$ cat src/rtl/acl_modem_pkg.sv
package acl_modem_pkg;

    // Slot numbers of the modem streams; tag flag bit of slot n is TAG_W-1-n
    localparam int SLOT_LINE1 = 5;
    localparam int SLOT_LINE2 = 10;
    localparam int SLOT_HSET  = 11;
    localparam int SLOT_GPIO  = 12;

    typedef enum logic [2:0] {
        SL_TAG,
        SL_CMD,
        SL_PCMA,
        SL_LINE1,
        SL_PCMB,
        SL_LINE2,
        SL_HSET,
        SL_GPIO
    } slot_e;

endpackage

$ cat src/rtl/acl_slot_seq.sv
module acl_slot_seq
    import acl_modem_pkg::*;
#(
    parameter int TAG_W  = 16,
    parameter int SLOT_W = 20,
    parameter int IDX_W  = $clog2(4*SLOT_W)
) (
    input  logic             clk,
    input  logic             rst_n,
    output slot_e            slot,
    output logic [IDX_W-1:0] idx,
    output logic             slot_last,
    output logic             frame_last,
    output logic             sync
);

    slot_e            state_q, state_d;
    logic [IDX_W-1:0] idx_q, idx_d;
    logic [IDX_W-1:0] span;
    logic             last_w;

    // Bit span of each state
    always_comb begin
        unique case (state_q)
            SL_TAG:           span = IDX_W'(TAG_W);
            SL_CMD, SL_PCMA:  span = IDX_W'(2*SLOT_W);
            SL_PCMB:          span = IDX_W'(4*SLOT_W);
            default:          span = IDX_W'(SLOT_W);
        endcase
    end

    assign last_w = (idx_q == span - 1'b1);

    // Next state
    always_comb begin
        state_d = state_q;
        idx_d   = idx_q + 1'b1;
        if (last_w) begin
            idx_d = '0;
            unique case (state_q)
                SL_TAG:   state_d = SL_CMD;
                SL_CMD:   state_d = SL_PCMA;
                SL_PCMA:  state_d = SL_LINE1;
                SL_LINE1: state_d = SL_PCMB;
                SL_PCMB:  state_d = SL_LINE2;
                SL_LINE2: state_d = SL_HSET;
                SL_HSET:  state_d = SL_GPIO;
                SL_GPIO:  state_d = SL_TAG;
            endcase
        end
    end

    // State register
    always_ff @(posedge clk) begin
        if (!rst_n) begin
            state_q <= SL_TAG;
            idx_q   <= '0;
        end else begin
            state_q <= state_d;
            idx_q   <= idx_d;
        end
    end

    // Outputs
    always_comb begin
        slot       = state_q;
        idx        = idx_q;
        slot_last  = last_w;
        frame_last = last_w && (state_q == SL_GPIO);
        sync       = (state_q == SL_TAG);
    end

endmodule

$ cat src/rtl/acl_tx_packer.sv
module acl_tx_packer
    import acl_modem_pkg::*;
#(
    parameter int TAG_W  = 16,
    parameter int SLOT_W = 20,
    parameter int SMP_W  = 16,
    parameter int GPIO_W = 16,
    parameter int IDX_W  = $clog2(4*SLOT_W)
) (
    input  logic              clk,
    input  logic              rst_n,
    input  logic              capture,
    input  logic              wide_mode,
    input  logic [SLOT_W-1:0] tx_line1,
    input  logic              tx_line1_vld,
    input  logic [SLOT_W-1:0] tx_line2,
    input  logic              tx_line2_vld,
    input  logic [SLOT_W-1:0] tx_hset,
    input  logic              tx_hset_vld,
    input  logic [GPIO_W-1:0] tx_gpio,
    input  logic              tx_gpio_vld,
    input  slot_e             slot,
    input  logic [IDX_W-1:0]  idx,
    output logic              sdata_out,
    output logic              frame_wide
);

    localparam int LOW_W  = SLOT_W - SMP_W;
    localparam int SEL_W  = $clog2(SLOT_W);
    localparam int TSEL_W = $clog2(TAG_W);

    logic [TAG_W-1:0]  snap_tag, tag_d;
    logic [SLOT_W-1:0] snap_l1, snap_l2, snap_hs, snap_gp;
    logic              snap_wide;
    logic [SEL_W-1:0]  s_sel;
    logic [TSEL_W-1:0] t_sel;

    function automatic logic [SLOT_W-1:0] fit(input logic [SLOT_W-1:0] v,
                                              input logic wide, input logic vld);
        logic [SLOT_W-1:0] r;
        r = {v[SLOT_W-1:LOW_W], (wide ? v[LOW_W-1:0] : {LOW_W{1'b0}})};
        return vld ? r : '0;
    endfunction

    always_comb begin
        tag_d = '0;
        tag_d[TAG_W-1]            = tx_line1_vld | tx_line2_vld | tx_hset_vld | tx_gpio_vld;
        tag_d[TAG_W-1-SLOT_LINE1] = tx_line1_vld;
        tag_d[TAG_W-1-SLOT_LINE2] = tx_line2_vld;
        tag_d[TAG_W-1-SLOT_HSET]  = tx_hset_vld;
        tag_d[TAG_W-1-SLOT_GPIO]  = tx_gpio_vld;
    end

    // Frame snapshot, taken on the edge that ends the last bit
    always_ff @(posedge clk) begin
        if (!rst_n) begin
            snap_tag  <= '0;
            snap_l1   <= '0;
            snap_l2   <= '0;
            snap_hs   <= '0;
            snap_gp   <= '0;
            snap_wide <= 1'b0;
        end else if (capture) begin
            snap_tag  <= tag_d;
            snap_l1   <= fit(tx_line1, wide_mode, tx_line1_vld);
            snap_l2   <= fit(tx_line2, wide_mode, tx_line2_vld);
            snap_hs   <= fit(tx_hset, wide_mode, tx_hset_vld);
            snap_gp   <= tx_gpio_vld ? {tx_gpio, {(SLOT_W-GPIO_W){1'b0}}} : '0;
            snap_wide <= wide_mode;
        end
    end

    assign s_sel = SEL_W'(SLOT_W-1) - SEL_W'(idx);
    assign t_sel = TSEL_W'(TAG_W-1) - TSEL_W'(idx);

    // Bit multiplexer, MSB first within each slot
    always_comb begin
        unique case (slot)
            SL_TAG:   sdata_out = snap_tag[t_sel];
            SL_LINE1: sdata_out = snap_l1[s_sel];
            SL_LINE2: sdata_out = snap_l2[s_sel];
            SL_HSET:  sdata_out = snap_hs[s_sel];
            SL_GPIO:  sdata_out = snap_gp[s_sel];
            default:  sdata_out = 1'b0;
        endcase
    end

    assign frame_wide = snap_wide;

endmodule

$ cat src/rtl/acl_rx_unpacker.sv
module acl_rx_unpacker
    import acl_modem_pkg::*;
#(
    parameter int TAG_W  = 16,
    parameter int SLOT_W = 20,
    parameter int SMP_W  = 16,
    parameter int GPIO_W = 16
) (
    input  logic              clk,
    input  logic              rst_n,
    input  logic              sdata_in,
    input  slot_e             slot,
    input  logic              slot_last,
    input  logic              frame_last,
    input  logic              frame_wide,
    output logic [SLOT_W-1:0] rx_line1,
    output logic [SLOT_W-1:0] rx_line2,
    output logic [SLOT_W-1:0] rx_hset,
    output logic [GPIO_W-1:0] rx_gpio,
    output logic              rx_line1_vld,
    output logic              rx_line2_vld,
    output logic              rx_hset_vld,
    output logic              rx_gpio_vld,
    output logic              rx_frame_vld,
    output logic              rx_strobe
);

    localparam int LOW_W = SLOT_W - SMP_W;

    logic              bit_n;
    logic [SLOT_W-1:0] sh_q, word_now;
    logic [TAG_W-1:0]  hold_tag;
    logic [SLOT_W-1:0] hold_l1, hold_l2, hold_hs;

    function automatic logic [SLOT_W-1:0] trim(input logic [SLOT_W-1:0] v, input logic wide);
        return {v[SLOT_W-1:LOW_W], (wide ? v[LOW_W-1:0] : {LOW_W{1'b0}})};
    endfunction

    // Inbound bit taken mid bit time
    always_ff @(negedge clk) begin
        if (!rst_n) bit_n <= 1'b0;
        else        bit_n <= sdata_in;
    end

    assign word_now = {sh_q[SLOT_W-2:0], bit_n};

    always_ff @(posedge clk) begin
        if (!rst_n) begin
            sh_q         <= '0;
            hold_tag     <= '0;
            hold_l1      <= '0;
            hold_l2      <= '0;
            hold_hs      <= '0;
            rx_line1     <= '0;
            rx_line2     <= '0;
            rx_hset      <= '0;
            rx_gpio      <= '0;
            rx_line1_vld <= 1'b0;
            rx_line2_vld <= 1'b0;
            rx_hset_vld  <= 1'b0;
            rx_gpio_vld  <= 1'b0;
            rx_frame_vld <= 1'b0;
            rx_strobe    <= 1'b0;
        end else begin
            sh_q      <= word_now;
            rx_strobe <= frame_last;
            if (slot_last) begin
                unique case (slot)
                    SL_TAG:   hold_tag <= word_now[TAG_W-1:0];
                    SL_LINE1: hold_l1  <= word_now;
                    SL_LINE2: hold_l2  <= word_now;
                    SL_HSET:  hold_hs  <= word_now;
                    default:  ;
                endcase
            end
            if (frame_last) begin
                rx_line1     <= trim(hold_l1, frame_wide);
                rx_line2     <= trim(hold_l2, frame_wide);
                rx_hset      <= trim(hold_hs, frame_wide);
                rx_gpio      <= word_now[SLOT_W-1 -: GPIO_W];
                rx_frame_vld <= hold_tag[TAG_W-1];
                rx_line1_vld <= hold_tag[TAG_W-1-SLOT_LINE1];
                rx_line2_vld <= hold_tag[TAG_W-1-SLOT_LINE2];
                rx_hset_vld  <= hold_tag[TAG_W-1-SLOT_HSET];
                rx_gpio_vld  <= hold_tag[TAG_W-1-SLOT_GPIO];
            end
        end
    end

endmodule

$ cat src/rtl/acl_modem_framer.sv
module acl_modem_framer
    import acl_modem_pkg::*;
#(
    parameter int TAG_W  = 16,
    parameter int SLOT_W = 20,
    parameter int SMP_W  = 16,
    parameter int GPIO_W = 16
) (
    input  logic              clk,
    input  logic              rst_n,
    input  logic              wide_mode,
    input  logic [SLOT_W-1:0] tx_line1,
    input  logic              tx_line1_vld,
    input  logic [SLOT_W-1:0] tx_line2,
    input  logic              tx_line2_vld,
    input  logic [SLOT_W-1:0] tx_hset,
    input  logic              tx_hset_vld,
    input  logic [GPIO_W-1:0] tx_gpio,
    input  logic              tx_gpio_vld,
    output logic              frame_req,
    output logic              sync,
    output logic              sdata_out,
    input  logic              sdata_in,
    output logic [SLOT_W-1:0] rx_line1,
    output logic [SLOT_W-1:0] rx_line2,
    output logic [SLOT_W-1:0] rx_hset,
    output logic [GPIO_W-1:0] rx_gpio,
    output logic              rx_line1_vld,
    output logic              rx_line2_vld,
    output logic              rx_hset_vld,
    output logic              rx_gpio_vld,
    output logic              rx_frame_vld,
    output logic              rx_strobe
);

    localparam int IDX_W = $clog2(4*SLOT_W);

    slot_e            slot;
    logic [IDX_W-1:0] idx;
    logic             slot_last, frame_last, frame_wide;

    acl_slot_seq #(.TAG_W(TAG_W), .SLOT_W(SLOT_W), .IDX_W(IDX_W)) seq_i (
        .clk(clk), .rst_n(rst_n), .slot(slot), .idx(idx),
        .slot_last(slot_last), .frame_last(frame_last), .sync(sync)
    );

    acl_tx_packer #(.TAG_W(TAG_W), .SLOT_W(SLOT_W), .SMP_W(SMP_W),
                    .GPIO_W(GPIO_W), .IDX_W(IDX_W)) tx_i (
        .clk(clk), .rst_n(rst_n), .capture(frame_last), .wide_mode(wide_mode),
        .tx_line1(tx_line1), .tx_line1_vld(tx_line1_vld),
        .tx_line2(tx_line2), .tx_line2_vld(tx_line2_vld),
        .tx_hset(tx_hset), .tx_hset_vld(tx_hset_vld),
        .tx_gpio(tx_gpio), .tx_gpio_vld(tx_gpio_vld),
        .slot(slot), .idx(idx), .sdata_out(sdata_out), .frame_wide(frame_wide)
    );

    acl_rx_unpacker #(.TAG_W(TAG_W), .SLOT_W(SLOT_W), .SMP_W(SMP_W),
                      .GPIO_W(GPIO_W)) rx_i (
        .clk(clk), .rst_n(rst_n), .sdata_in(sdata_in), .slot(slot),
        .slot_last(slot_last), .frame_last(frame_last), .frame_wide(frame_wide),
        .rx_line1(rx_line1), .rx_line2(rx_line2), .rx_hset(rx_hset), .rx_gpio(rx_gpio),
        .rx_line1_vld(rx_line1_vld), .rx_line2_vld(rx_line2_vld),
        .rx_hset_vld(rx_hset_vld), .rx_gpio_vld(rx_gpio_vld),
        .rx_frame_vld(rx_frame_vld), .rx_strobe(rx_strobe)
    );

    assign frame_req = frame_last;

endmodule

$ cat config.mk
export PLATFORM = sky130hd
export DESIGN_NAME = acl_modem_framer
export DESIGN_NICKNAME = d
export VERILOG_FILES = /design/src/rtl/acl_modem_pkg.sv /design/src/rtl/acl_slot_seq.sv /design/src/rtl/acl_tx_packer.sv /design/src/rtl/acl_rx_unpacker.sv /design/src/rtl/acl_modem_framer.sv
export SDC_FILE = /design/constraint.sdc
export NUM_CORES = 1
export LEC_CHECK = 0
export BUFFER_PORTS_ARGS = -buffer_cell sky130_fd_sc_hd__buf_2
export CORE_MARGIN = 8
export CORE_UTILIZATION = 56
export DETAILED_ROUTE_END_ITERATION = 8
export PLACE_DENSITY = 0.79
export RECOVER_POWER = 50
export SLEW_MARGIN = 40
export SYNTH_ARGS = -nofsm -noshare
export SYNTH_HDL_FRONTEND = slang
export SYNTH_HIERARCHICAL = 1
export SYNTH_SLANG_ARGS = --single-unit
$ cat constraint.sdc
create_clock -name clk -period 4 [get_ports clk]
set_clock_uncertainty 0.15 [all_clocks]
set_input_delay 0.4 -clock clk [delete_from_list [all_inputs] [get_ports clk]]
set_output_delay 0.4 -clock clk [all_outputs]
set_load 0.01 [all_outputs]
==> impl_metrics.py <==
metrics = {
    "run_status": {
        "status": "finished, violations left",
        "violations": "capacitance limit, slew limit",
    },
    "synth": {
        "yosysWarnings": 6,
        "synth_nets": 1133,
        "ys_ff_latch": 259,
        "synth_edf_count": 0,
        "synth_area_per_cell_um2": 10.2,
        "synth_cell_types": 54,
        "synthArstFlopShare_pct": 0,
        "syn_area_um2": 10600,
        "ys.flop_type": "dfxtp_1",
        "syn_inst": 1042,
        "seq_area_frac_synth_pct": 48.7,
    },
    "routing": {
        "detail_route.vias_per_cell": 5.29,
        "wire_per_inst_um": 17.1,
        "drc": 0,
        "dr.pass1.iters": 7,
        "drtIter0Drc": 478,
        "vias": 7940,
        "totalWireLength_um": 25600,
        "ant_nets": 0,
    },
    "grt": {
        "grt_max_degree": 254,
        "grt_pass1_wl_um": 40400,
        "first_global_vias": 7892,
        "overflow": 0,
        "antenna_found_initial": 1,
        "grt_usage_pct": 20.6,
    },
    "clock_network": {
        "cts_tree": "built",
        "post-cts-setup-buffers": 0,
        "insertion_delay_ns": 0.57,
        "cts-htree-levels": 1,
        "cts.sinks": 259,
        "cts_buffer_depth": 3,
        "path_clk_slew_ns": 0.06,
        "cts_root_buf": "clkbuf_16",
        "cts_buffers": 27,
    },
    "cells_and_area": {
        "final_nets": 1335,
        "area_delta_synth_final_pct": 22.0,
        "multi_input_area_um2": 4990,
        "n_fill_cell": 1421,
        "register_area_um2": 5190,
        "drive_gt1_share_pct": 12.6,
    },
    "setup_path": {
        "endpoint_kind": "output pin",
        "r2r_start": "seq_i/slot[0]$_SDFFE_PN0N_",
        "reg2reg_depth": 10,
        "path_class": "reg2out",
        "worstPathArrival_ns": 3.21,
        "cp_max_fo": 55,
        "critPathLaunchType": "register",
        "required_ns": 3.45,
        "startpoint": "seq_i/slot[0]$_SDFFE_PN0N_",
    },
    "die": {
        "ios": 169,
        "die_h_um": 154,
        "std_cell_rows": 50,
        "core_um2": 18700,
        "initial_utilization_pct": 56.9,
        "die_area_um2": 23700,
        "die-width_um": 154,
    },
    "pwr": {
        "finalPower_mw": 5.32,
        "p_per_area_nw_per_um2": 410,
        "p_leak_nw": 5.31,
        "ir_worst_vdd_v": 0.000361,
    },
    "timing": {
        "min_period_ns": 3.76,
        "fin_crit_sh_pct": 94.0,
        "rsz0062_at_grt": "no",
        "max_freq_mhz": 266,
        "worstMarginPinSlew_ns": 2.12,
        "hold_violations": 0,
        "setup_tns_ns": 0,
        "report.final.slew_viol_count": 125,
        "relSlewSlack_pct": -41.5,
        "setup_viol": 0,
    },
    "min_path": {
        "min_from": "tx_hset[13]",
        "worstHoldPathCells": 3,
        "min_path_type": "in2reg",
    },
    "job": {
        "maxCapViolations": 1,
    },
    "placement": {
        "dp_hpwl_um": 15800,
        "gp_congestion": 0.803,
        "io_buffers": 168,
    },
}
## metrics by stage
stage               setup slack, ns  hold slack [ns]  std cells  instance area, µm²  util, %
finish                        0.238           0.0125       1501               13000     69.4
global placement              0.657            0.294       1386               11600     61.9
global route                 0.0554          0.00618       1500               13000     69.4
CTS                          0.0777         0.000775       1498               13100     70.1
floorplan                     0.725            0.288       1042               10600        -
detailed placement            0.533            0.304       1386               11600     61.9
## Yosys cell counts, drive strengths merged, types with 7 or more instances
library cell  number  share of area, %
nor3              11              0.52
nand2             91               3.2
nand4             12              0.71
a21oi             66               3.1
a21boi            24               1.7
nand3             19              0.89
buf               34               2.0
dfxtp            259                49
ha                 7              0.82
and2               7              0.41
inv               27              0.95
mux2i            142                13
clkbuf            39               1.4
xnor2              7              0.58
nor2b            203                12
mux4              19               4.4
nand2b            24               1.4
## layout make-up
cell class	instances	share of cell area (%)
multi-input combinational	682	38.5
clock buffer	37	5.96
antenna	2	0.0385
tap	234	2.25
clock inverter	14	0.983
sequential	259	39.9
timing repair buffer	246	11.6
inverter	27	0.780
## layout by cell type (no fill, tap or decap), types with 3 or more instances in the layout
cell	count
nor2b_1	203
and3_1	4
o21ai_0	3
inv_1	31
dfxtp_1	258
mux2i_1	142
clkbuf_8	4
nor3b_1	3
buf_4	7
nor3_1	11
buf_2	85
nand4_1	12
o21a_1	4
ha_1	7
a21boi_0	23
dlygate4sd3_1	62
xnor2_1	7
nand3_1	19
clkbuf_2	4
clkbuf_1	90
nand2b_1	24
mux4_1	10
clkbuf_16	28
a21oi_1	66
and2_1	7
nand2_1	91
nand4b_1	4
clkinv_2	5
mux4_2	9
## repair_timing
action | CTS | global route
setup endpoints to repair | 0 | 1
endpoints found under the hold margin | 62 | 0
gates resized for setup | 0 | 1
hold buffers | 62 | 0
## where the power goes
group | total (mW) | switching (mW) | leakage (nW) | internal (mW)
clock network | 2.48 | 0.997 | 0.469 | 1.49
logic | 0.244 | 0.112 | 2.75 | 0.133
registers | 2.60 | 0.0109 | 2.09 | 2.59
## worst max-delay path, stage by stage, from the launching register on
cell	delay, ns
dfxtp_2	0.46
inv_1	0.14
ha_1	0.30
or3b_1	0.39
a211oi_2	0.33
o2111ai_1	0.22
nor2_4	0.26
buf_12	0.34
buf_2	0.22
## sequential cells by signal, summed over array words and instances, names as in the netlist, 16 cells and up
register       count
rx_i/hold_hs      20
rx_i/hold_l1      20
rx_i/hold_l2      20
rx_i/rx_gpio      16
rx_i/rx_hset      20
rx_i/rx_line1     20
rx_i/rx_line2     20
rx_i/sh_q         19
tx_i/snap_gp      16
tx_i/snap_hs      20
tx_i/snap_l1      20
tx_i/snap_l2      20
## cell families after synthesis
family | count (synthesis) | synth area share, %
fa+ha+maj | 7 | 0.823
xor+xnor | 7 | 0.576
simple gates | 390 | 20.7
compound gates | 116 | 7.04
flops | 259 | 48.7
mux | 162 | 17.8
buf+inv | 101 | 4.35
## per-layer routing
metal,wire length (µm),global-route usage [%]
met5,0,0
met4,467,5.74
met3,1700,5.13
met2,12200,35.1
met1,11300,25.4
## path summary, 6_finish.rpt
path | slack, ns | end
max | 0.24 | frame_req
min | 0.01 | tx_i/snap_hs[13]$_SDFFE_PN0P_
min reg2reg | 0.31 | rx_i/hold_l2[17]$_SDFFE_PN0P_
max reg2reg | 0.55 | tx_i/snap_l2[8]$_SDFFE_PN0P_
Note: power is estimated with default switching activity, not from simulation.
